--- src/rtl/mbn_pkg.sv ---
package mbn_pkg;
  parameter int BUS_W  = 32;
  parameter int NODE_W = 4;
  parameter int OP_W   = 4;

  typedef logic [BUS_W-1:0]  word_t;
  typedef logic [NODE_W-1:0] node_t;
  typedef logic [OP_W-1:0]   op_t;

  localparam op_t OP_TOKEN  = op_t'(1);
  localparam op_t OP_SELECT = op_t'(2);

  typedef enum logic [1:0] {TX_IDLE, TX_TOKEN, TX_BODY, TX_GAP} tx_state_t;

  function automatic op_t opcode_of(word_t w);
    return w[BUS_W-1 -: OP_W];
  endfunction

  function automatic node_t id_of(word_t w);
    return w[NODE_W-1:0];
  endfunction

  function automatic word_t make_token(node_t id);
    word_t w;
    w = '0;
    w[BUS_W-1 -: OP_W] = OP_TOKEN;
    w[NODE_W-1:0] = id;
    return w;
  endfunction

  function automatic logic addressed(node_t dest, node_t me);
    return (dest == me) && (me != '0);
  endfunction
endpackage

--- src/rtl/mbn_tx.sv ---
module mbn_tx
  import mbn_pkg::*;
(
  input  logic  clk,
  input  logic  rst_n,
  input  logic  own_i,
  input  logic  nrdy_i,
  input  logic  tx_valid,
  input  word_t tx_data,
  input  logic  tx_ctrl,
  input  logic  tx_last,
  input  node_t tx_next_id,
  output logic  tx_ready,
  output word_t bus_data_o,
  output logic  bus_valid_o,
  output logic  bus_ctrl_o,
  output logic  bus_rel_o
);
  tx_state_t st_q, st_d;
  word_t hold_q;
  logic  hold_last_q;
  logic  go, load;
  word_t o_data;
  logic  o_valid, o_ctrl, o_rel;

  assign go = !nrdy_i;

  always_comb begin
    st_d = st_q; load = 1'b0;
    o_valid = 1'b0; o_ctrl = 1'b0; o_rel = 1'b0; o_data = '0;
    case (st_q)
      TX_IDLE: if (own_i && tx_valid && go) begin
        o_ctrl = 1'b1;
        st_d = TX_TOKEN;
      end
      TX_TOKEN: if (go && tx_valid) begin
        o_valid = 1'b1;
        o_data = make_token(tx_next_id);
        o_ctrl = tx_ctrl;
        load = 1'b1;
        st_d = TX_BODY;
      end
      TX_BODY: if (go) begin
        if (hold_last_q) begin
          o_valid = 1'b1; o_data = hold_q; o_rel = 1'b1;
          st_d = TX_GAP;
        end else if (tx_valid) begin
          o_valid = 1'b1; o_data = hold_q; o_ctrl = tx_ctrl;
          load = 1'b1;
        end
      end
      default: st_d = TX_IDLE;
    endcase
  end

  assign tx_ready = load;

  always_ff @(posedge clk) begin
    if (!rst_n) begin
      st_q <= TX_IDLE;
      hold_q <= '0; hold_last_q <= 1'b0;
      bus_data_o <= '0; bus_valid_o <= 1'b0; bus_ctrl_o <= 1'b0; bus_rel_o <= 1'b0;
    end else begin
      st_q <= st_d;
      if (load) begin
        hold_q <= tx_data;
        hold_last_q <= tx_last;
      end
      bus_data_o <= o_data; bus_valid_o <= o_valid;
      bus_ctrl_o <= o_ctrl; bus_rel_o <= o_rel;
    end
  end

  a_r5_stall_halts: assert property (@(posedge clk) disable iff (!rst_n)
    $past(nrdy_i) |-> !bus_valid_o);
  a_r6_owner_only: assert property (@(posedge clk) disable iff (!rst_n)
    bus_valid_o |-> $past(own_i));
  a_r4_gap_after_release: assert property (@(posedge clk) disable iff (!rst_n)
    $past(bus_rel_o) |-> (!bus_valid_o && !bus_ctrl_o));
  a_r2_token_first: assert property (@(posedge clk) disable iff (!rst_n)
    (bus_valid_o && $past(st_q == TX_TOKEN)) |-> (opcode_of(bus_data_o) == OP_TOKEN));
endmodule

--- src/rtl/mbn_rx.sv ---
module mbn_rx
  import mbn_pkg::*;
#(
  parameter int FIRST_OWNER = 1
) (
  input  logic  clk,
  input  logic  rst_n,
  input  node_t my_id,
  input  word_t bus_data_i,
  input  logic  bus_valid_i,
  input  logic  bus_ctrl_i,
  input  logic  bus_rel_i,
  input  logic  rx_ready,
  output logic  rx_valid,
  output word_t rx_data,
  output logic  bus_nrdy_o,
  output node_t owner_o
);
  logic  pend_q;
  node_t dest_q, next_q, owner_q;
  logic  is_ctrl, is_data, is_rel, tok_hit, sel_hit, for_me;

  assign is_ctrl = bus_valid_i && pend_q;
  assign is_data = bus_valid_i && !pend_q;
  assign is_rel  = bus_valid_i && bus_rel_i;
  assign tok_hit = is_ctrl && (opcode_of(bus_data_i) == OP_TOKEN) && (id_of(bus_data_i) != '0);
  assign sel_hit = is_ctrl && (opcode_of(bus_data_i) == OP_SELECT);
  assign for_me  = addressed(dest_q, my_id);

  always_ff @(posedge clk) begin
    if (!rst_n) begin
      pend_q <= 1'b0;
      dest_q <= '0;
      next_q <= node_t'(FIRST_OWNER);
      owner_q <= node_t'(FIRST_OWNER);
      rx_valid <= 1'b0;
      rx_data <= '0;
    end else begin
      if (bus_ctrl_i) pend_q <= 1'b1;
      else if (bus_valid_i) pend_q <= 1'b0;
      rx_valid <= is_data && for_me;
      if (is_data && for_me) rx_data <= bus_data_i;
      if (tok_hit) next_q <= id_of(bus_data_i);
      if (is_rel) begin
        owner_q <= next_q;
        dest_q <= '0;
      end else if (sel_hit) begin
        dest_q <= id_of(bus_data_i);
      end
    end
  end

  assign bus_nrdy_o = for_me && !rx_ready;
  assign owner_o = owner_q;

  a_r9_owner_moves_on_release: assert property (@(posedge clk) disable iff (!rst_n)
    (owner_q != $past(owner_q)) |-> $past(is_rel));
  a_r10_release_clears: assert property (@(posedge clk) disable iff (!rst_n)
    $past(is_rel) |-> (dest_q == '0));
  a_r8_from_data_cycle: assert property (@(posedge clk) disable iff (!rst_n)
    rx_valid |-> $past(bus_valid_i && !pend_q));
  a_r11_nrdy_when_selected: assert property (@(posedge clk) disable iff (!rst_n)
    bus_nrdy_o |-> (dest_q != '0));
endmodule

--- src/rtl/media_bus_node.sv ---
module media_bus_node
  import mbn_pkg::*;
#(
  parameter int FIRST_OWNER = 1
) (
  input  logic              clk,
  input  logic              rst_n,
  input  logic [NODE_W-1:0] my_id,
  input  logic              tx_valid,
  input  logic [BUS_W-1:0]  tx_data,
  input  logic              tx_ctrl,
  input  logic              tx_last,
  input  logic [NODE_W-1:0] tx_next_id,
  output logic              tx_ready,
  output logic              rx_valid,
  output logic [BUS_W-1:0]  rx_data,
  input  logic              rx_ready,
  input  logic [BUS_W-1:0]  bus_data_i,
  input  logic              bus_valid_i,
  input  logic              bus_ctrl_i,
  input  logic              bus_rel_i,
  input  logic              bus_nrdy_i,
  output logic [BUS_W-1:0]  bus_data_o,
  output logic              bus_valid_o,
  output logic              bus_ctrl_o,
  output logic              bus_rel_o,
  output logic              bus_nrdy_o,
  output logic [NODE_W-1:0] owner_o
);
  logic own;
  assign own = (owner_o == my_id);

  mbn_tx u_tx (
    .clk(clk), .rst_n(rst_n), .own_i(own), .nrdy_i(bus_nrdy_i),
    .tx_valid(tx_valid), .tx_data(tx_data), .tx_ctrl(tx_ctrl), .tx_last(tx_last),
    .tx_next_id(tx_next_id), .tx_ready(tx_ready),
    .bus_data_o(bus_data_o), .bus_valid_o(bus_valid_o),
    .bus_ctrl_o(bus_ctrl_o), .bus_rel_o(bus_rel_o)
  );

  mbn_rx #(.FIRST_OWNER(FIRST_OWNER)) u_rx (
    .clk(clk), .rst_n(rst_n), .my_id(my_id),
    .bus_data_i(bus_data_i), .bus_valid_i(bus_valid_i), .bus_ctrl_i(bus_ctrl_i),
    .bus_rel_i(bus_rel_i), .rx_ready(rx_ready),
    .rx_valid(rx_valid), .rx_data(rx_data), .bus_nrdy_o(bus_nrdy_o), .owner_o(owner_o)
  );
endmodule

--- config.mk ---
export PLATFORM = sky130hd
export DESIGN_NAME = media_bus_node
export DESIGN_NICKNAME = d
export VERILOG_FILES = /design/src/rtl/mbn_pkg.sv /design/src/rtl/mbn_tx.sv /design/src/rtl/mbn_rx.sv /design/src/rtl/media_bus_node.sv
export SDC_FILE = /design/constraint.sdc
export NUM_CORES = 1
export LEC_CHECK = 0
export BUFFER_PORTS_ARGS = -buffer_cell sky130_fd_sc_hd__buf_2
export CAP_MARGIN = 10
export CORE_ASPECT_RATIO = 1.2
export CORE_MARGIN = 2
export CORE_UTILIZATION = 49
export CTS_CLUSTER_DIAMETER = 80
export DETAILED_ROUTE_END_ITERATION = 12
export PLACE_DENSITY = 0.79
export SKIP_LAST_GASP = 1
export SYNTH_ARGS = -nofsm -noshare
export SYNTH_HDL_FRONTEND = slang
export SYNTH_SLANG_ARGS = --single-unit
--- constraint.sdc ---
create_clock -name clk -period 1.9 [get_ports clk]
set_input_delay 0.285 -clock clk [delete_from_list [all_inputs] [get_ports clk]]
set_output_delay 0.285 -clock clk [all_outputs]
set_load 0.1 [all_outputs]
Word level (Yosys, flattened, before mapping) --
Cells that the tools add are included. W data, S select, Z words.
Operators by class: equality and inequality tests 10, mux-type cells 27, bitwise gates (word level) 2, reductions and logical operators 22
Operators by type and width (count):
- $mux W32 | 3
- $pmux W32 S2 | 1
- $mux W29 | 1
- $mux W1 | 14
- $logic_and A1 B1 Y1 | 12
- $eq A4 B4 Y1 | 2
- $mux W2 | 4
- $reduce_bool A4 Y1 | 2
- $ne A2 B1 Y1 const B | 3
- $pmux W2 S3 | 1
- $eq A4 B1 Y1 const B | 1
- $eq A4 B2 Y1 const B | 1
- $pmux W1 S2 | 2
- $reduce_and A4 Y1 | 1
- $logic_not A1 Y1 | 3
- $pmux W1 S3 | 1
- $reduce_or A3 Y1 | 1
- $eq A2 B1 Y1 const B | 1
- $eq A2 B2 Y1 const B | 1
- $logic_not A2 Y1 | 1
- $ne A2 B2 Y1 const B | 1
- $not A1 Y1 | 2
- $reduce_bool A2 Y1 | 1
- $reduce_or A2 Y1 | 1
Storage, ports and cells: register bits after elaboration 116, input port bits 82, output and inout bits 74, word-level logic and storage cells 74

Depth between registers and ports, before layout --
depth after elaboration 5, gate-level depth with buffers 8, gate-level depth less buffers 6

Cells and area by module --
From an unflattened synthesis, not the netlist that was laid out.
Unflattened totals: cells, all modules 421, area, all modules 4269.1 um2
Modules (own cells, without submodules):
- mbn_tx | instances 1, cells each 215, area an instance 2362.3 um2, sequential area each 1401.3 um2
- mbn_rx | instances 1, cells each 201, area an instance 1859.3 um2, sequential area each 920.9 um2
- media_bus_node | instances 1, cells each 5, area an instance 47.5 um2, sequential area each 0.0 um2

Worst setup path before layout --
Ideal clock, no wire load.
path kind register -> output, start reg u_rx.dest_q[3], end out bus_nrdy_o, arrival time 2.656 ns, data required time 1.615 ns, path slack -1.041 ns, stages on the path, launching flop included 4, buffers on the path 0, cells stage by stage dfxtp_1 xnor2_1 nand3_1 nor3_1
On the way: longest elaborated chain between the ends 3
Ends and longest elaborated chain:
- start, declared | RTL line mbn_rx.sv:20 | node_t dest_q, next_q, owner_q;
- start signal, assigned | RTL line mbn_rx.sv:48 | dest_q <= id_of(bus_data_i);
- $eq A4 B4 Y1 | RTL line mbn_pkg.sv:32 | return (dest == me) && (me != '0);
- $logic_and A1 B1 Y1 | RTL line mbn_pkg.sv:32
- $logic_and A1 B1 Y1 | RTL line mbn_rx.sv:53 | assign bus_nrdy_o = for_me && !rx_ready;
- end, declared | RTL line media_bus_node.sv:27 | output logic bus_nrdy_o,
Every way passes these cells.

Worst setup path after layout --
start reg u_tx.st_q[0], end out tx_ready
On the way: longest elaborated chain between the ends 2, elaborated cells on any way between the ends 3
Ends and longest elaborated chain:
- start, declared | RTL line mbn_tx.sv:19 | tx_state_t st_q, st_d;
- start signal, assigned | RTL line mbn_tx.sv:64 | st_q <= st_d;
- $eq A2 B2 Y1 / $eq A2 B1 Y1 (equally long branches) | RTL line mbn_tx.sv:31 | case (st_q)
- $pmux W1 S2 (*) | RTL line mbn_tx.sv:31
- end, declared | RTL line media_bus_node.sv:14 | output logic tx_ready,
Mark *: on every way between the ends. The rest lies on a longest branch, timed or not.

==> qor.yml <==
clocking:
  cts_made_buffers: 17
  clkLatencyLatePin_ps: 500
  cts_max_level: 4
  clk_root_buffer_cell: "clkbuf_8"
  clk_path_buf_depth: 2
  clock-sinks: 116
  cts.clk_slew.worst_paths_ps: 60
  cts_tree: "yes"
timing:
  rsz0062_at_grt: "true"
  finalCritPeriodShare_pct: 107
  fmax_ghz: 0.490
  fin_crit_ps: 2040
  slew_headroom_pct: 60.6
  fin_worst_hold_slack_ps: 25.0
  worst_slew_pin_slew_ps: 592
  skew_ps: 6.89
  final_hold_viol_count: 0
  final.setup.worst_slack_ps: -142
  finalSetupTns_ps: -142
  setup_viol: 1
  drv_slew: 0
floorplanning:
  rows: 37
  die_x_um: 89.2
  die_area_sq_um: 9470
  num_io_pins: 156
  die_h_um: 106
  coreArea_sq_um: 8520
  start_util_pct: 50.1
synthesis:
  synthArstFlopShare_pct: 0
  synth_top_area_share_pct: 54.4
  synth_most_common_cell: "dfxtp_1"
  ys_ff_latch: 116
  synth_warnings: 0
  syn_area_sq_um: 4270
  syn-num-nets: 511
  yosys-top-cells-count: "116 x dfxtp_1, 76 x nand2_1, 71 x mux2i_1"
  synth_area_leader_cell: "dfxtp_1"
  ys.flop_type: "dfxtp_1"
  synth_cell_type_count: 39
  ys_top_cells_by_area: "dfxtp_1 54%, mux2i_1 17%, nand2_1 6.7%"
  synthCells: 425
  syn_area_per_cell_sq_um: 10.0
  synth_edf_count: 0
  seq_area_frac_synth_pct: 54.4
place:
  place_ws_ps: 17.3
  post_dp_cell_area_sq_um: 5170
  portBuffers: 155
  routabilityCongestion: 0.762
  placed_cells: 684
  hpwl_um: 6600
pwr:
  powerDensity_nw_per_um2: 1090
  vdd_ir_drop_max_v: 0.000641
  swShare_pct: 21.6
  p_int_mw: 5.14
  power_leakage_nw: 2.99
  total_power_mw: 6.56
  p_comb_share_pct: 8.0
  clkPwrFrac_pct: 54.1
  p_seq_share_pct: 38.0
  p_switching_mw: 1.41
global_route:
  grt_antenna_before_repair: 0
  grt_max_degree: 67
  first_global_vias: 3411
  grtUsageTotal_pct: 20.8
  overflow: 0
  grt_first_pass_wirelength_um: 15400
layout:
  fin_cells: 725
  drive_above_1_share_pct: 36.2
  postLayoutCoreUtil_pct: 70.5
  fin_nets: 682
  area_growth_pct: 40.8
  fin_area_sq_um: 6010
  diodes: 0
setup_path:
  cp-start-kind: "flip-flop"
  cp_slowest_cell: "dfxtp_2"
  required_ps: 1620
  crit_chain: "buf_4 > ha_2 > o211ai_1 > buf_6 > inv_4 > buf_12"
  critical_path_arrival_ps: 1760
  worstSetupEndpointType: "primary output"
  cpPeakStageDelay_ps: 320
  crit_type: "flip-flop to primary output"
  cp_max_fo: 4
status:
  status: "complete, but fails checks"
  violations: "negative setup slack"
route:
  routedWlPerCell_um: 13.3
  drc: 0
  first_pass_iters: 4
  ant_nets: 0
  drt-total-wl_um: 9670
  vias: 3518
  drt_iter0_drc: 98
  viasPerCell: 4.85
run:
  max-cap-violations: 0
worst_hold_path:
  hold_path.class: "input pin to flip-flop"
[layout make-up]
class                   instances  area [sq um]
fillers                       680          2510
flip-flops and latches        116          2330
multi-input cells             282          1870
repair buffers                174           977
clock buffers                  19           442
clock inverters                12           226
well taps                     117           146
inverters                       5          21.3
[placed cells by master (no fill, tap or decap), types with 4 or more instances in the layout]
| master | Yosys | routed |
|---|---|---|
| buf_4 | 3 | 12 |
| nor2_1 | 50 | 49 |
| nand3_1 | 6 | 5 |
| mux2i_1 | 71 | 71 |
| bufinv_16 | 0 | 6 |
| a22oi_1 | 6 | 6 |
| dfxtp_1 | 116 | 112 |
| xor2_1 | 4 | 4 |
| and2_1 | 29 | 29 |
| nand2_1 | 76 | 76 |
| dlygate4sd3_1 | 0 | 5 |
| buf_2 | 5 | 153 |
| dfxtp_2 | 0 | 4 |
| clkbuf_16 | 0 | 16 |
| a21oi_1 | 7 | 7 |
[state kept, by name, indices dropped and copies added, names as in the netlist]
| signal | count |
|---|---|
| u_rx.dest_q | 4 |
| u_rx.next_q | 4 |
| u_rx.owner_o | 4 |
| u_rx.pend_q | 1 |
| u_rx.rx_data | 32 |
| u_rx.rx_valid | 1 |
| u_tx.bus_ctrl_o | 1 |
| u_tx.bus_data_o | 32 |
| u_tx.bus_rel_o | 1 |
| u_tx.bus_valid_o | 1 |
| u_tx.hold_last_q | 1 |
| u_tx.hold_q | 32 |
| u_tx.st_q | 2 |
[repair_timing]
| item | CTS | global route |
|---|---|---|
| pin swaps | 2 | 2 |
| hold buffers | 4 | 1 |
| hold endpoints to repair | 4 | 1 |
| buffers inserted | 5 | 1 |
| setup endpoints to repair | 2 | 45 |
| resized for setup | 14 | 6 |
[critical path: cells and delay by family, from the launching register on]
kind	cells	cell delay (ps)
flops	1	320
compound gates	1	260
fa+ha+maj	1	190
buf+inv	4	480
[metal layers]
layer	track usage (%)	vias to the layer above	wire [um]
li1	-	1745	-
met2	34.2	127	4900
met5	0	-	0
met3	7.38	8	725
met4	7.78	0	92
met1	24.6	1638	3950
[worst paths after layout]
path                                startpoint                        endpoint  slack (ps)  depth (start not counted)
setup / recovery     u_tx.st_q[0]$_SDFFE_PN0P_                        tx_ready        -140                          6
hold / removal                  bus_data_i[23]   u_rx.rx_data[23]$_SDFFE_PN0P_          30                          3
setup reg to reg     u_tx.st_q[0]$_SDFFE_PN0P_    u_tx.hold_q[24]$_SDFFE_PN0P_         120                          6
hold reg to reg   u_tx.hold_q[22]$_SDFFE_PN0P_  u_tx.bus_data_o[22]$_SDFF_PN0_         450                          1
[cell families after synthesis]
family | Yosys count | synth area share [%]
xor gates and xnor gates | 7 | 1.44
DFF | 116 | 54.4
buffers and inverters | 27 | 3.31
and+or+nand+nor | 180 | 19.6
muxes | 71 | 16.7
adders and majority gates | 4 | 1.17
AOI/OAI and AO/OA | 20 | 3.40
[power groups by stage]
stage | sequential (mW) | combinational (mW) | clock, mW
global route | 2.49 | 0.574 | 3.73
CTS | 2.49 | 0.517 | 3.60
detailed placement | 2.54 | 0.469 | 0
floorplan | 2.61 | 0.234 | 0
global placement | 2.54 | 0.459 | 0
finish | 2.49 | 0.523 | 3.55
(Power assumes the default switching activity.)
